$ cat src/rtl/char_port_pkg.sv
package char_port_pkg;
  localparam logic ADDR_DATA = 1'b0;
  localparam logic ADDR_CTRL = 1'b1;
  localparam int unsigned BIT_RE    = 0;
  localparam int unsigned BIT_WE    = 1;
  localparam int unsigned BIT_RP    = 8;
  localparam int unsigned BIT_WP    = 9;
  localparam int unsigned BIT_ACT   = 10;
  localparam int unsigned BIT_VALID = 15;
endpackage

$ cat src/rtl/char_fifo.sv
module char_fifo #(
  parameter int unsigned W     = 8,
  parameter int unsigned DEPTH = 8,
  localparam int unsigned AW   = (DEPTH > 1) ? $clog2(DEPTH) : 1,
  localparam int unsigned CW   = $clog2(DEPTH + 1)
) (
  input  logic          clk_i,
  input  logic          rst_ni,
  input  logic          push_i,
  input  logic [W-1:0]  data_i,
  input  logic          pop_i,
  output logic [W-1:0]  data_o,
  output logic [CW-1:0] count_o,
  output logic          full_o,
  output logic          empty_o
);
  logic [W-1:0]  mem [DEPTH];
  logic [AW-1:0] wptr_q, rptr_q;
  logic [CW-1:0] count_q;
  logic          do_push, do_pop;

  assign full_o  = (count_q == CW'(DEPTH));
  assign empty_o = (count_q == '0);
  assign do_push = push_i && !full_o;
  assign do_pop  = pop_i && !empty_o;
  assign data_o  = mem[rptr_q];
  assign count_o = count_q;

  function automatic logic [AW-1:0] nxt(input logic [AW-1:0] p);
    return (p == AW'(DEPTH - 1)) ? '0 : p + 1'b1;
  endfunction

  always_ff @(posedge clk_i) begin
    if (do_push) mem[wptr_q] <= data_i;
  end

  always_ff @(posedge clk_i or negedge rst_ni) begin
    if (!rst_ni) begin
      wptr_q  <= '0;
      rptr_q  <= '0;
      count_q <= '0;
    end else begin
      if (do_push) wptr_q <= nxt(wptr_q);
      if (do_pop)  rptr_q <= nxt(rptr_q);
      case ({do_push, do_pop})
        2'b10:   count_q <= count_q + 1'b1;
        2'b01:   count_q <= count_q - 1'b1;
        default: count_q <= count_q;
      endcase
    end
  end


  no_overflow_chk: assert property (@(posedge clk_i) disable iff (!rst_ni)
    count_q <= CW'(DEPTH));

  full_hold_chk: assert property (@(posedge clk_i) disable iff (!rst_ni)
    (full_o && push_i && !pop_i) |=> (full_o && $stable(wptr_q)));
endmodule

$ cat src/rtl/char_port_irq.sv
module char_port_irq #(
  parameter int unsigned CW     = 4,
  parameter int unsigned RD_THR = 1,
  parameter int unsigned WR_THR = 4
) (
  input  logic          clk_i,
  input  logic          rst_ni,
  input  logic [CW-1:0] rx_count_i,
  input  logic [CW-1:0] tx_free_i,
  input  logic          rd_en_i,
  input  logic          wr_en_i,
  output logic          rd_pend_o,
  output logic          wr_pend_o,
  output logic          irq_o
);
  assign rd_pend_o = rd_en_i && (32'(rx_count_i) >= RD_THR);
  assign wr_pend_o = wr_en_i && (32'(tx_free_i) >= WR_THR);
  assign irq_o     = rd_pend_o || wr_pend_o;


  irq_needs_enable_chk: assert property (@(posedge clk_i) disable iff (!rst_ni)
    irq_o |-> (rd_en_i || wr_en_i));
endmodule

$ cat src/rtl/char_port_regs.sv
module char_port_regs
  import char_port_pkg::*;
#(
  parameter int unsigned DEPTH  = 8,
  parameter int unsigned RD_THR = 1,
  parameter int unsigned WR_THR = 4,
  localparam int unsigned CW    = $clog2(DEPTH + 1)
) (
  input  logic        clk_i,
  input  logic        rst_ni,
  input  logic        req_i,
  input  logic        we_i,
  input  logic        addr_i,
  input  logic [31:0] wdata_i,
  output logic [31:0] rdata_o,
  output logic        rvalid_o,
  input  logic        rx_valid_i,
  input  logic [7:0]  rx_data_i,
  output logic        rx_ready_o,
  output logic        tx_valid_o,
  output logic [7:0]  tx_data_o,
  input  logic        tx_ready_i,
  input  logic        host_act_i,
  output logic        irq_o
);
  logic [CW-1:0] rx_count, tx_count, tx_free, rx_left;
  logic [7:0]    rx_head;
  logic          rx_full, rx_empty, tx_full, tx_empty;
  logic          rd_acc, data_rd, data_wr, ctrl_wr, rx_pop;
  logic          re_q, we_q, act_q, rd_pend, wr_pend;
  logic [31:0]   rd_word;
  logic          wdata_unused;

  assign rd_acc  = req_i && !we_i;
  assign data_rd = rd_acc && (addr_i == ADDR_DATA);
  assign data_wr = req_i && we_i && (addr_i == ADDR_DATA);
  assign ctrl_wr = req_i && we_i && (addr_i == ADDR_CTRL);
  assign rx_pop  = data_rd && !rx_empty;
  assign wdata_unused = ^{wdata_i[31:11], wdata_i[9:2]};

  char_fifo #(.W(8), .DEPTH(DEPTH)) u_rx_fifo (
    .clk_i, .rst_ni,
    .push_i(rx_valid_i), .data_i(rx_data_i), .pop_i(rx_pop),
    .data_o(rx_head), .count_o(rx_count), .full_o(rx_full), .empty_o(rx_empty)
  );

  char_fifo #(.W(8), .DEPTH(DEPTH)) u_tx_fifo (
    .clk_i, .rst_ni,
    .push_i(data_wr), .data_i(wdata_i[7:0]), .pop_i(tx_ready_i),
    .data_o(tx_data_o), .count_o(tx_count), .full_o(tx_full), .empty_o(tx_empty)
  );

  assign rx_ready_o = !rx_full;
  assign tx_valid_o = !tx_empty;
  assign tx_free    = CW'(DEPTH) - tx_count;
  assign rx_left    = rx_count - CW'(rx_pop);

  char_port_irq #(.CW(CW), .RD_THR(RD_THR), .WR_THR(WR_THR)) u_irq (
    .clk_i, .rst_ni,
    .rx_count_i(rx_count), .tx_free_i(tx_free),
    .rd_en_i(re_q), .wr_en_i(we_q),
    .rd_pend_o(rd_pend), .wr_pend_o(wr_pend), .irq_o
  );

  always_ff @(posedge clk_i or negedge rst_ni) begin
    if (!rst_ni) begin
      re_q  <= 1'b0;
      we_q  <= 1'b0;
      act_q <= 1'b0;
    end else begin
      if (ctrl_wr) begin
        re_q <= wdata_i[BIT_RE];
        we_q <= wdata_i[BIT_WE];
      end
      // set beats clear
      if (host_act_i)                        act_q <= 1'b1;
      else if (ctrl_wr && wdata_i[BIT_ACT])  act_q <= 1'b0;
    end
  end

  always_comb begin
    rd_word = '0;
    if (addr_i == ADDR_DATA) begin
      rd_word[31:16] = 16'(rx_left);
      if (!rx_empty) begin
        rd_word[BIT_VALID] = 1'b1;
        rd_word[7:0]       = rx_head;
      end
    end else begin
      rd_word[31:16]   = 16'(tx_free);
      rd_word[BIT_RE]  = re_q;
      rd_word[BIT_WE]  = we_q;
      rd_word[BIT_RP]  = rd_pend;
      rd_word[BIT_WP]  = wr_pend;
      rd_word[BIT_ACT] = act_q;
    end
  end

  always_ff @(posedge clk_i or negedge rst_ni) begin
    if (!rst_ni) begin
      rvalid_o <= 1'b0;
      rdata_o  <= '0;
    end else begin
      rvalid_o <= rd_acc;
      if (rd_acc) rdata_o <= rd_word;
    end
  end


  rvalid_follows_chk: assert property (@(posedge clk_i) disable iff (!rst_ni)
    (req_i && !we_i) |=> rvalid_o);

  no_write_rvalid_chk: assert property (@(posedge clk_i) disable iff (!rst_ni)
    (!req_i || we_i) |=> !rvalid_o);

  act_set_wins_chk: assert property (@(posedge clk_i) disable iff (!rst_ni)
    host_act_i |=> act_q);

  act_sticky_chk: assert property (@(posedge clk_i) disable iff (!rst_ni)
    (act_q && !(ctrl_wr && wdata_i[BIT_ACT])) |=> act_q);

  empty_read_no_pop_chk: assert property (@(posedge clk_i) disable iff (!rst_ni)
    (data_rd && rx_empty) |=> (rvalid_o && !rdata_o[BIT_VALID] && rdata_o[7:0] == 8'h00));
endmodule

$ cat config.mk
export PLATFORM = sky130hd
export DESIGN_NAME = char_port_regs
export DESIGN_NICKNAME = d
export VERILOG_FILES = /design/src/rtl/char_port_pkg.sv /design/src/rtl/char_fifo.sv /design/src/rtl/char_port_irq.sv /design/src/rtl/char_port_regs.sv
export SDC_FILE = /design/constraint.sdc
export NUM_CORES = 1
export LEC_CHECK = 0
export CAP_MARGIN = 20
export CORE_ASPECT_RATIO = 1.5
export CORE_MARGIN = 4
export CORE_UTILIZATION = 50
export DETAILED_ROUTE_END_ITERATION = 8
export GPL_ROUTABILITY_DRIVEN = 0
export PLACE_DENSITY = 0.76
export SLEW_MARGIN = 20
export SYNTH_ARGS = -nofsm -noshare
export SYNTH_HDL_FRONTEND = slang
export SYNTH_SLANG_ARGS = --single-unit
$ cat constraint.sdc
create_clock -name clk_i -period 2.6 [get_ports clk_i]
set_clock_uncertainty 0.1 [all_clocks]
set_input_delay 0.26 -clock clk_i [delete_from_list [all_inputs] [get_ports clk_i]]
set_output_delay 0.26 -clock clk_i [all_outputs]
set_load 0.01 [all_outputs]
======== Word level (Yosys, flattened, before mapping) ========
Memories as Yosys holds them, arrays and structs flattened.
Index checks and enable logic that the tools add are counted.
storage, ports and cells
  register bits after elaboration ......... 52
  latch bits .............................. 0
  bits of input ports ..................... 48
  memories kept ........................... 2
  logic and storage cells ................. 79
  bits in read-only memories .............. 0
  bits in writable memories ............... 128
memories
  name           depth  bits a word  read ports  clocked after memory_dff  write ports  line             text
  u_rx_fifo.mem  8      8            1           0                         1            char_fifo.sv:17  logic [W-1:0] mem [DEPTH];
  u_tx_fifo.mem  8      8            1           0                         1            char_fifo.sv:17
cells by class
  eq/ne operators ......................... 10
  reduce and logical (&&, ||, !) cells .... 24
  magnitude comparators ................... 2
  add/subtract/negate cells ............... 10
  mux-type cells .......................... 19
  div/mod/pow operators ................... 0
  multipliers ............................. 0
  bitwise operators ....................... 1
  shift operators ......................... 0
operators by type and width
  operator                                                                number
  4-bit one-hot mux with 2 select lines                                   2
  3-bit two-way mux                                                       5
  1-bit logical AND                                                       13
  3-bit by 1-bit adder with 3-bit output (second input constant)          4
  3-bit equality test (second input constant)                             4
  4-bit by 1-bit adder with 4-bit output (second input constant)          2
  4-bit equality test (second input constant)                             2
  4-bit logical NOT                                                       2
  1-bit two-way mux                                                       8
  8-bit two-way mux                                                       1
  4-bit by 1-bit subtractor with 4-bit output (second input constant)     2
  6-bit two-way mux                                                       1
  2-bit nonzero test                                                      3
  1-bit logical NOT                                                       5
  2-bit by 1-bit equality test with 1-bit output (second input constant)  2
  2-bit equality test (second input constant)                             2
  4-bit by 1-bit >= comparator with 1-bit output (second input constant)  1
  4-bit by 3-bit >= comparator with 1-bit output (second input constant)  1
  4-bit two-way mux                                                       1
  4-bit by 1-bit subtractor with 4-bit output                             1
  4-bit subtractor (first input constant)                                 1
  2-bit two-way mux                                                       1
  1-bit logical OR                                                        1
  1-bit NOT                                                               1

======== Longest topological paths before layout ========
Gate-level depths: netlist of the first run.
  depth in word-level cells ............... 7
  mapped depth ............................ 13
  depth with buffers taken out ............ 12

======== Modules after synthesis ========
From an unflattened synthesis of the first run, not the netlist that was laid out.
unflattened totals
  cells, all modules ...................... 432
  area, all modules ....................... 7503.4 um^2
modules (own cells, without submodules)
  module                  area each (um^2)  times used  cells each
  char_fifo at u_rx_fifo  3214.3            1           164
  char_fifo at u_tx_fifo  3206.8            1           161
  char_port_regs          1057.3            1           104
  char_port_irq           25.0              1           3

======== Worst setup path after synthesis of the first run ========
Ideal clock, no wire load.
  kind .................................... register to register
  start point ............................. register u_tx_fifo.count_q[1] (netlist: u_tx_fifo.count_o[1])
  end point ............................... memory u_tx_fifo.mem[0][0], enable pin
  data arrival time ....................... 2.195 ns
  period minus slack after synthesis ...... 2.689 ns
  cell stages (with the launch flop) ...... 8
  setup slack ............................. -0.089 ns
  cells stage by stage .................... dfrtp_1 clkbuf_1 inv_1 ha_1 nor2b_1 a211o_1 buf_2 nor4_1
on the way
  word-level cells in the longest chain between the ends .. 5
ends and longest elaborated chain
  item                                     line             text
  start: declaration                       char_fifo.sv:19  logic [CW-1:0] count_q;
  start signal: assignment                 char_fifo.sv:46  2'b10: count_q <= count_q + 1'b1;
  start signal: assignment                 char_fifo.sv:47  2'b01: count_q <= count_q - 1'b1;
  start signal: assignment                 char_fifo.sv:48  default: count_q <= count_q;
  4-bit equality test                      char_fifo.sv:22  assign full_o = (count_q == CW'(DEPTH));
  1-bit logical NOT                        char_fifo.sv:24  assign do_push = push_i && !full_o;
  1-bit logical AND                        char_fifo.sv:24
  1-bit two-way mux                        char_fifo.sv:34  if (do_push) mem[wptr_q] <= data_i;
  1-bit two-way mux (implied by the code)  char_fifo.sv:34
  end: declaration                         char_fifo.sv:17
No other way between the ends.

======== Worst setup path after layout of the first run ========
  start point ............................. register u_tx_fifo.count_q[0] (netlist: u_tx_fifo.count_o[0])
  end point ............................... register u_tx_fifo.count_q[3] (netlist: u_tx_fifo.count_o[3])
on the way
  word-level cells in the longest chain between the ends .. 5
  elaborated cells between the ends (all ways) .. 12
  those cells by class .................... 2 x add/sub; 3 x eq/ne; 1 x mux; 6 x reduce/logical
ends and longest elaborated chain
  item                                                                                          line                              text
  4-bit equality test / 4-bit logical NOT (equally long branches)                               char_fifo.sv:22, char_fifo.sv:23
  1-bit logical NOT, on equally long branches                                                   char_fifo.sv:24, char_fifo.sv:25
  1-bit logical AND, on equally long branches                                                   char_fifo.sv:24, char_fifo.sv:25
  2-bit by 1-bit equality test with 1-bit output / 2-bit equality test (equally long branches)  char_fifo.sv:45                   case ({do_push, do_pop})
  4-bit one-hot mux with 2 select lines / 2-bit nonzero test (equally long branches)            --
Parallel ways exist; a longest one is shown, timed or not.
A chain may end at the register's enable or synchronous reset.

==> out/results.tsv, run 1 <==
metric	value	unit
status	finished, final reports clean	
Max VDD drop	611.5	µV
met3 Use GR	0.04301	
Syn Std Cell Area	0.007134	mm²
max cap viols	0	
Final Cycle Share	0.9496	
Total GRT Usage	0.1818	
H-tree depth	4	
max-slew violation count	0	
Crit Path Max Fanout	10	
vias	4010	
vias in the first global route	4249	
Clock Path Buffers	2	
Setup crit end kind	flip-flop	
initial antenna violation count	0	
Slew HR	0.5329	
Top Ports	92	
Crit path largest cell delay	0.35	ns
Required @ worst endpoint	2.85	ns
Placed Cells	703	
post-layout instance area	0.008626	mm²
number of synthesis warnings	0	
syn_area_per_cell	15.96	µm²
crit-path cells	inv_1, ha_1, nor2b_1, a211o_1, buf_4, ha_1, or3_1, o32ai_1, xor2_1	
CTS tree	done	
global routing's busiest layer	met2	
FFs w/ async S/R, synth	0.2381	
Core ar.	0.01399	mm²
Hold Slack	0.1447	ns
Initial Util	0.5099	
final setup fails	0	
nets@finish	599	
top_reg_cell synth	edfxtp_1	
FF-to-FF setup slack	0.13	ns
Cell Area, Placed	0.007995	mm²
leakage	3.193	nW
register area share after synthesis	0.6791	
endpoints failing hold	0	
clk slew on worst S/H paths	0.07	ns
met1 usage	0.2002	
worst flop-to-flop path startpoint	u_tx_fifo.count_o[0]	
Hold WC Path Type	primary input to asynchronous set/reset pin	
PwrDens	1041	mW/mm²
DRC	0	
root buffer cell	clkbuf_16	
Clock Sinks	168	
minimum clock period	2.469	ns
largest net degree at the start of global routing	41	
# port buffers	52	
Worst setup SP type	flip-flop	
Crit Path Class	flip-flop to flip-flop	
Routed Wire Length	14.06	mm
fin cells	738	
vias per cell	5.434	
final core occ	0.6165	
maximum operating frequency	405.1	MHz
r2r worst-path depth	9	
antenna-violating nets left	0	
layout cells sized above 1	0.2326	
DRT iter0 DRCs	208	
FF+latch count, synth	168	
Area Overhead vs Synth	20.90	%
RSZ-0062 raised after global routing	false	
Die Width	105.5	µm
slowest cell on the critical path	dfrtp_1	
remaining global-route overflow	0	
worst-margin pin slew	0.7007	ns
WL per Instance	19.06	µm
final setup TNS	0	ns
Netlist cell types	43	
first-pass GRT wire length	22.31	mm
DP Wirelength	9.493	mm
# rows	53	
reg-to-reg endpoint	u_tx_fifo.count_o[3]	
Skew-Pair Late Insertion Delay	0.43	ns
Arr. time, crit path	2.72	ns
Mapped Cells	447	
die height	154.3	µm
EDFF count, synth	128	
drt pass-1 iters	4	
Die ar.	0.01628	mm²
met2 Resource Use GR	0.3339	
CTS buffer count	17	
Top cell by count, worst path	ha_1	
diode count	0	
cell usage after synthesis, types with 2 or more instances:
cell type | instances | area, µm²
inv_1 | 10 | 37.54
ha_1 | 18 | 225.2
edfxtp_1 | 128 | 3844
xnor2_1 | 6 | 52.55
o41ai_1 | 3 | 26.28
xor2_1 | 7 | 61.31
a2111oi_0 | 3 | 26.28
nor2b_1 | 13 | 81.33
mux2_2 | 26 | 292.8
a21o_1 | 5 | 37.54
a211oi_1 | 3 | 22.52
nor4_1 | 2 | 12.51
a21oi_1 | 5 | 25.02
buf_2 | 7 | 35.03
nand2b_1 | 11 | 68.82
dfrtp_1 | 40 | 1001
mux4_2 | 24 | 540.5
or3_1 | 2 | 12.51
a31oi_1 | 2 | 12.51
clkbuf_1 | 5 | 18.77
buf_6 | 2 | 22.52
nor2_1 | 20 | 75.07
nand3_1 | 4 | 20.02
o31ai_2 | 5 | 62.56
o22ai_1 | 5 | 31.28
nor3_1 | 12 | 60.06
nand2_1 | 35 | 131.4
o21ai_0 | 10 | 50.05
buf_1 | 3 | 11.26
buf_4 | 18 | 135.1
per-layer routing:
metal	part of all wire	up-vias
met4	0.024	0
met3	0.039	28
li1	-	1838
met1	0.38	2045
met5	0	-
met2	0.56	99
flip-flops by register name, summed over array words and instances (netlist names):
signal	count
u_rx_fifo.mem	64
u_tx_fifo.mem	64
rdata_o	16
u_rx_fifo.count_o	4
u_tx_fifo.count_o	4
u_rx_fifo.rptr_q	3
u_rx_fifo.wptr_q	3
u_tx_fifo.rptr_q	3
u_tx_fifo.wptr_q	3
act_q	1
re_q	1
rvalid_o	1
we_q	1
power breakdown:
group | internal (mW) | total, mW | switching, mW | leakage, nW
Combinational | 1.47 | 2.75 | 1.28 | 1.26
Sequential | 3.34 | 3.78 | 0.442 | 1.65
Clock | 1.29 | 2.44 | 1.15 | 0.283
placed cells by master (no fill, tap or decap), types with 6 or more instances in the layout:
cell type / count
mux2_2: 26
edfxtp_1: 128
dlygate4sd2_1: 8
clkdlybuf4s50_1: 42
xor2_1: 7
nor2_1: 20
o21ai_0: 9
nand2_1: 35
conb_1: 16
mux4_2: 24
inv_1: 9
nor2b_1: 13
ha_1: 17
nor3_1: 12
nand2b_1: 11
xnor2_1: 6
clkbuf_16: 17
buf_4: 31
dfrtp_1: 39
stage by stage:
stage | setup WS [ns] | total power [mW]
global route | 0.01134 | 9.487
CTS | 0.003766 | 9.052
finish | 0.1312 | 8.975
floorplan | 0.05440 | 5.548
global placement | 0.1415 | 6.511
detailed placement | 0.09020 | 6.642
kinds of logic after synthesis:
logic type                 synth area share
xor gates and xnor gates            0.01596
adders and majority gates           0.03157
other                             0.0005256
and+or+nand+nor                     0.07121
AOI/OAI and AO/OA                   0.04700
DFF                                  0.6791
muxes                                0.1182
buffers and inverters               0.03648
what timing repair did:
item / in CTS / in global routing
resized for setup: 10 / 5
endpoints found under the hold margin: 40 / 0
hold buffers: 1 / 0
setup buffers: 1 / 0
setup endpoints to repair: 9 / 2
critical path: cells and delay by family (launching register included):
family	cells	cell delay, ns
flip-flops	1	0.35
buffers and inverters	2	0.23
XOR/XNOR	1	0.17
AND/OR/NAND/NOR	2	0.50
AO/OA/AOI/OAI	2	0.52
adder cells (fa/ha/maj)	2	0.54
worst max-delay path by stage:
stage | to | startpoint | slack, ns
final | u_tx_fifo.count_o[3] | u_tx_fifo.count_o[0] | 0.13
after global routing | u_tx_fifo.count_o[3] | u_tx_fifo.count_o[0] | 0.01
after CTS | irq_o | u_rx_fifo.count_o[1] | 0.004
after detailed placement | u_tx_fifo.count_o[2] | req_i | 0.09
after global placement | u_tx_fifo.count_o[2] | req_i | 0.14
after floorplan | u_tx_fifo.count_o[2] | u_tx_fifo.count_o[0] | 0.05
layout make-up:
cell class | count | area (µm²)
Multi-Input combinational cell | 249 | 2106
Clock inverter | 14 | 156.4
Fill cell | 1017 | 5366
Inverter | 10 | 37.54
Timing Repair Buffer | 87 | 810.8
Clock buffer | 18 | 429.2
Sequential cell | 168 | 4846
Tap cell | 192 | 240.2
(Power assumes the default switching activity.)
==> inputs of run 2 (changes only) <==
HOLD_SLACK_MARGIN = 0.06   (was default)
SLEW_MARGIN = default   (was 20)
==> run 2 against run 1 <==
Effect of this change: power about the same; clock power is essentially flat; clock-buffer cell count stayed put; die area did not move; first-iteration DRC count is 3.4% higher; flip-flop and latch count unchanged; cell count unchanged; cell area stayed put; worst hold slack got worse by 0.040 ns; via count hardly changed; critical path type unchanged; critical endpoint unchanged; largest power group unchanged; highest routed layer unchanged.
==> out/results.tsv, run 2 (synthesized netlist as in run 1, its figures left out) <==
metric	value	unit	change
RSZ-0062 raised after global routing	false		unchanged
clk slew on worst S/H paths	0.07	ns	about the same
Initial Util	0.5099		unchanged
Area Overhead vs Synth	20.90	%	unchanged
status	finished, final reports clean		unchanged
Worst Setup SP	u_tx_fifo.count_o[0]		unchanged
Max VDD drop	609.8	µV	was 611.5 µV
Top Ports	92		unchanged
layout cells sized above 1	0.2326		unchanged
CTS buffer count	17		unchanged
endpoints failing hold	0		unchanged
Largest regs	u_rx_fifo.mem (64), u_tx_fifo.mem (64), rdata_o (16)		unchanged
DP Wirelength	9.493	mm	unchanged
Hold WC Path Type	primary input to asynchronous set/reset pin		unchanged
root buffer cell	clkbuf_16		unchanged
commonest non-fill, non-tap cells in the layout	128 x edfxtp_1, 42 x clkdlybuf4s50_1, 39 x dfrtp_1, 35 x nand2_1, 31 x buf_4		unchanged
final core occ	0.6165		unchanged
initial antenna violation count	0		unchanged
PwrDens	1041	mW/mm²	about the same
first-pass GRT wire length	22.31	mm	unchanged
most common cell after layout, fill and taps aside	edfxtp_1		unchanged
Worst setup SP type	flip-flop		unchanged
max-slew violation count	0		unchanged
Crit Path Max Fanout	10		unchanged
leakage	3.193	nW	unchanged
Die ar.	0.01628	mm²	unchanged
final setup fails	0		unchanged
maximum operating frequency	405.4	MHz	was 405.1 MHz
Core ar.	0.01399	mm²	unchanged
Crit Path Class	flip-flop to flip-flop		unchanged
H-tree depth	4		unchanged
Final Cycle Share	0.9488		was 0.9496
Skew-Pair Late Insertion Delay	0.43	ns	about the same
reg-to-reg endpoint	u_tx_fifo.count_o[3]		unchanged
nets@finish	599		unchanged
DRT iter0 DRCs	215		was 208
CTS tree	done		unchanged
dpl ws	0.09020	ns	unchanged
WL per Instance	19.08	µm	was 19.06 µm
remaining global-route overflow	0		unchanged
worst-margin pin slew	0.6883	ns	was 0.7007 ns
Total GRT Usage	0.1818		unchanged
largest net degree at the start of global routing	41		unchanged
Slew HR	0.5412		was 0.5329
Routed Wire Length	14.08	mm	was 14.06 mm
# rows	53		unchanged
Required @ worst endpoint	2.85	ns	about the same
Die Width	105.5	µm	unchanged
drt pass-1 iters	4		unchanged
vias per cell	5.432		was 5.434
max cap viols	0		unchanged
final setup TNS	0	ns	unchanged
antenna-violating nets left	0		unchanged
worst flop-to-flop path startpoint	u_tx_fifo.count_o[0]		unchanged
DRC	0		unchanged
vias	4009		was 4010
vias in the first global route	4249		unchanged
r2r worst-path depth	9		unchanged
die height	154.3	µm	unchanged
FF-to-FF setup slack	0.13	ns	about the same
# port buffers	52		unchanged
Clock Sinks	168		unchanged
Setup crit end kind	flip-flop		unchanged
Clock Path Buffers	2		unchanged
Arr. time, crit path	2.72	ns	about the same
PnR worst setup slack	0.1331	ns	was 0.1312 ns
minimum clock period	2.467	ns	was 2.469 ns
diode count	0		unchanged
==> run 2: worst max-delay path by stage <==
stage | endpoint | slack (ns) | cells past startpoint
6_report | u_tx_fifo.count_o[3] | 0.13 | 9
3_3_place_gp | u_tx_fifo.count_o[2] | 0.14 | 10
2_1_floorplan | u_tx_fifo.count_o[2] | 0.05 | 12
4_1_cts | irq_o | 0.004 | 7
3_5_place_dp | u_tx_fifo.count_o[2] | 0.09 | 10
5_1_grt | u_tx_fifo.count_o[3] | 0.01 | 9
==> run 2: layout make-up <==
cell class | count | area [µm²]
clock buffer | 18 | 429.2
clock inverter | 14 | 156.4
fill | 1017 | 5366
inverter | 10 | 37.54
multi-input combinational | 249 | 2106
sequential | 168 | 4846
tap | 192 | 240.2
timing repair buffer | 87 | 810.8
==> run 2: per-layer routing <==
layer,GRT usage,routed length [µm],up-vias
met3,0.04301,559,28
met4,0.07469,336,0
met2,0.3339,7801,98
met1,0.2002,5385,2040
li1,-,-,1843
met5,0,0,-
==> run 2: what timing repair did <==
item / 4_1_cts / 5_1_grt
endpoints found under the setup margin: 9 / 2
hold buffers: 1 / 0
endpoints found under the hold margin: 40 / 0
gates resized for setup: 10 / 5
setup buffers: 1 / 0
==> run 2: metrics by stage <==
step | hold slack, ns | power (mW) | cell area, µm² | std cells
after floorplan | -0.1356 | 5.548 | 7198 | 462
after global placement | 0.3480 | 6.511 | 7995 | 703
after detailed placement | 0.3706 | 6.642 | 7995 | 703
after CTS | 0.3468 | 9.052 | 8593 | 737
after global routing | 0.1236 | 9.487 | 8626 | 738
final | 0.1048 | 8.977 | 8626 | 738
==> run 2: power by group <==
group	switching (mW)	internal [mW]	leakage, nW
Clock	1.15	1.29	0.283
Sequential	0.441	3.34	1.65
Combinational	1.28	1.47	1.26
==> run 2: worst max-delay path: stages (launching register included) <==
cell	delay, ns
dfrtp_1	0.35
inv_1	0.04
ha_1	0.21
nor2b_1	0.17
a211o_1	0.34
buf_4	0.19
ha_1	0.33
or3_1	0.33
o32ai_1	0.18
xor2_1	0.17
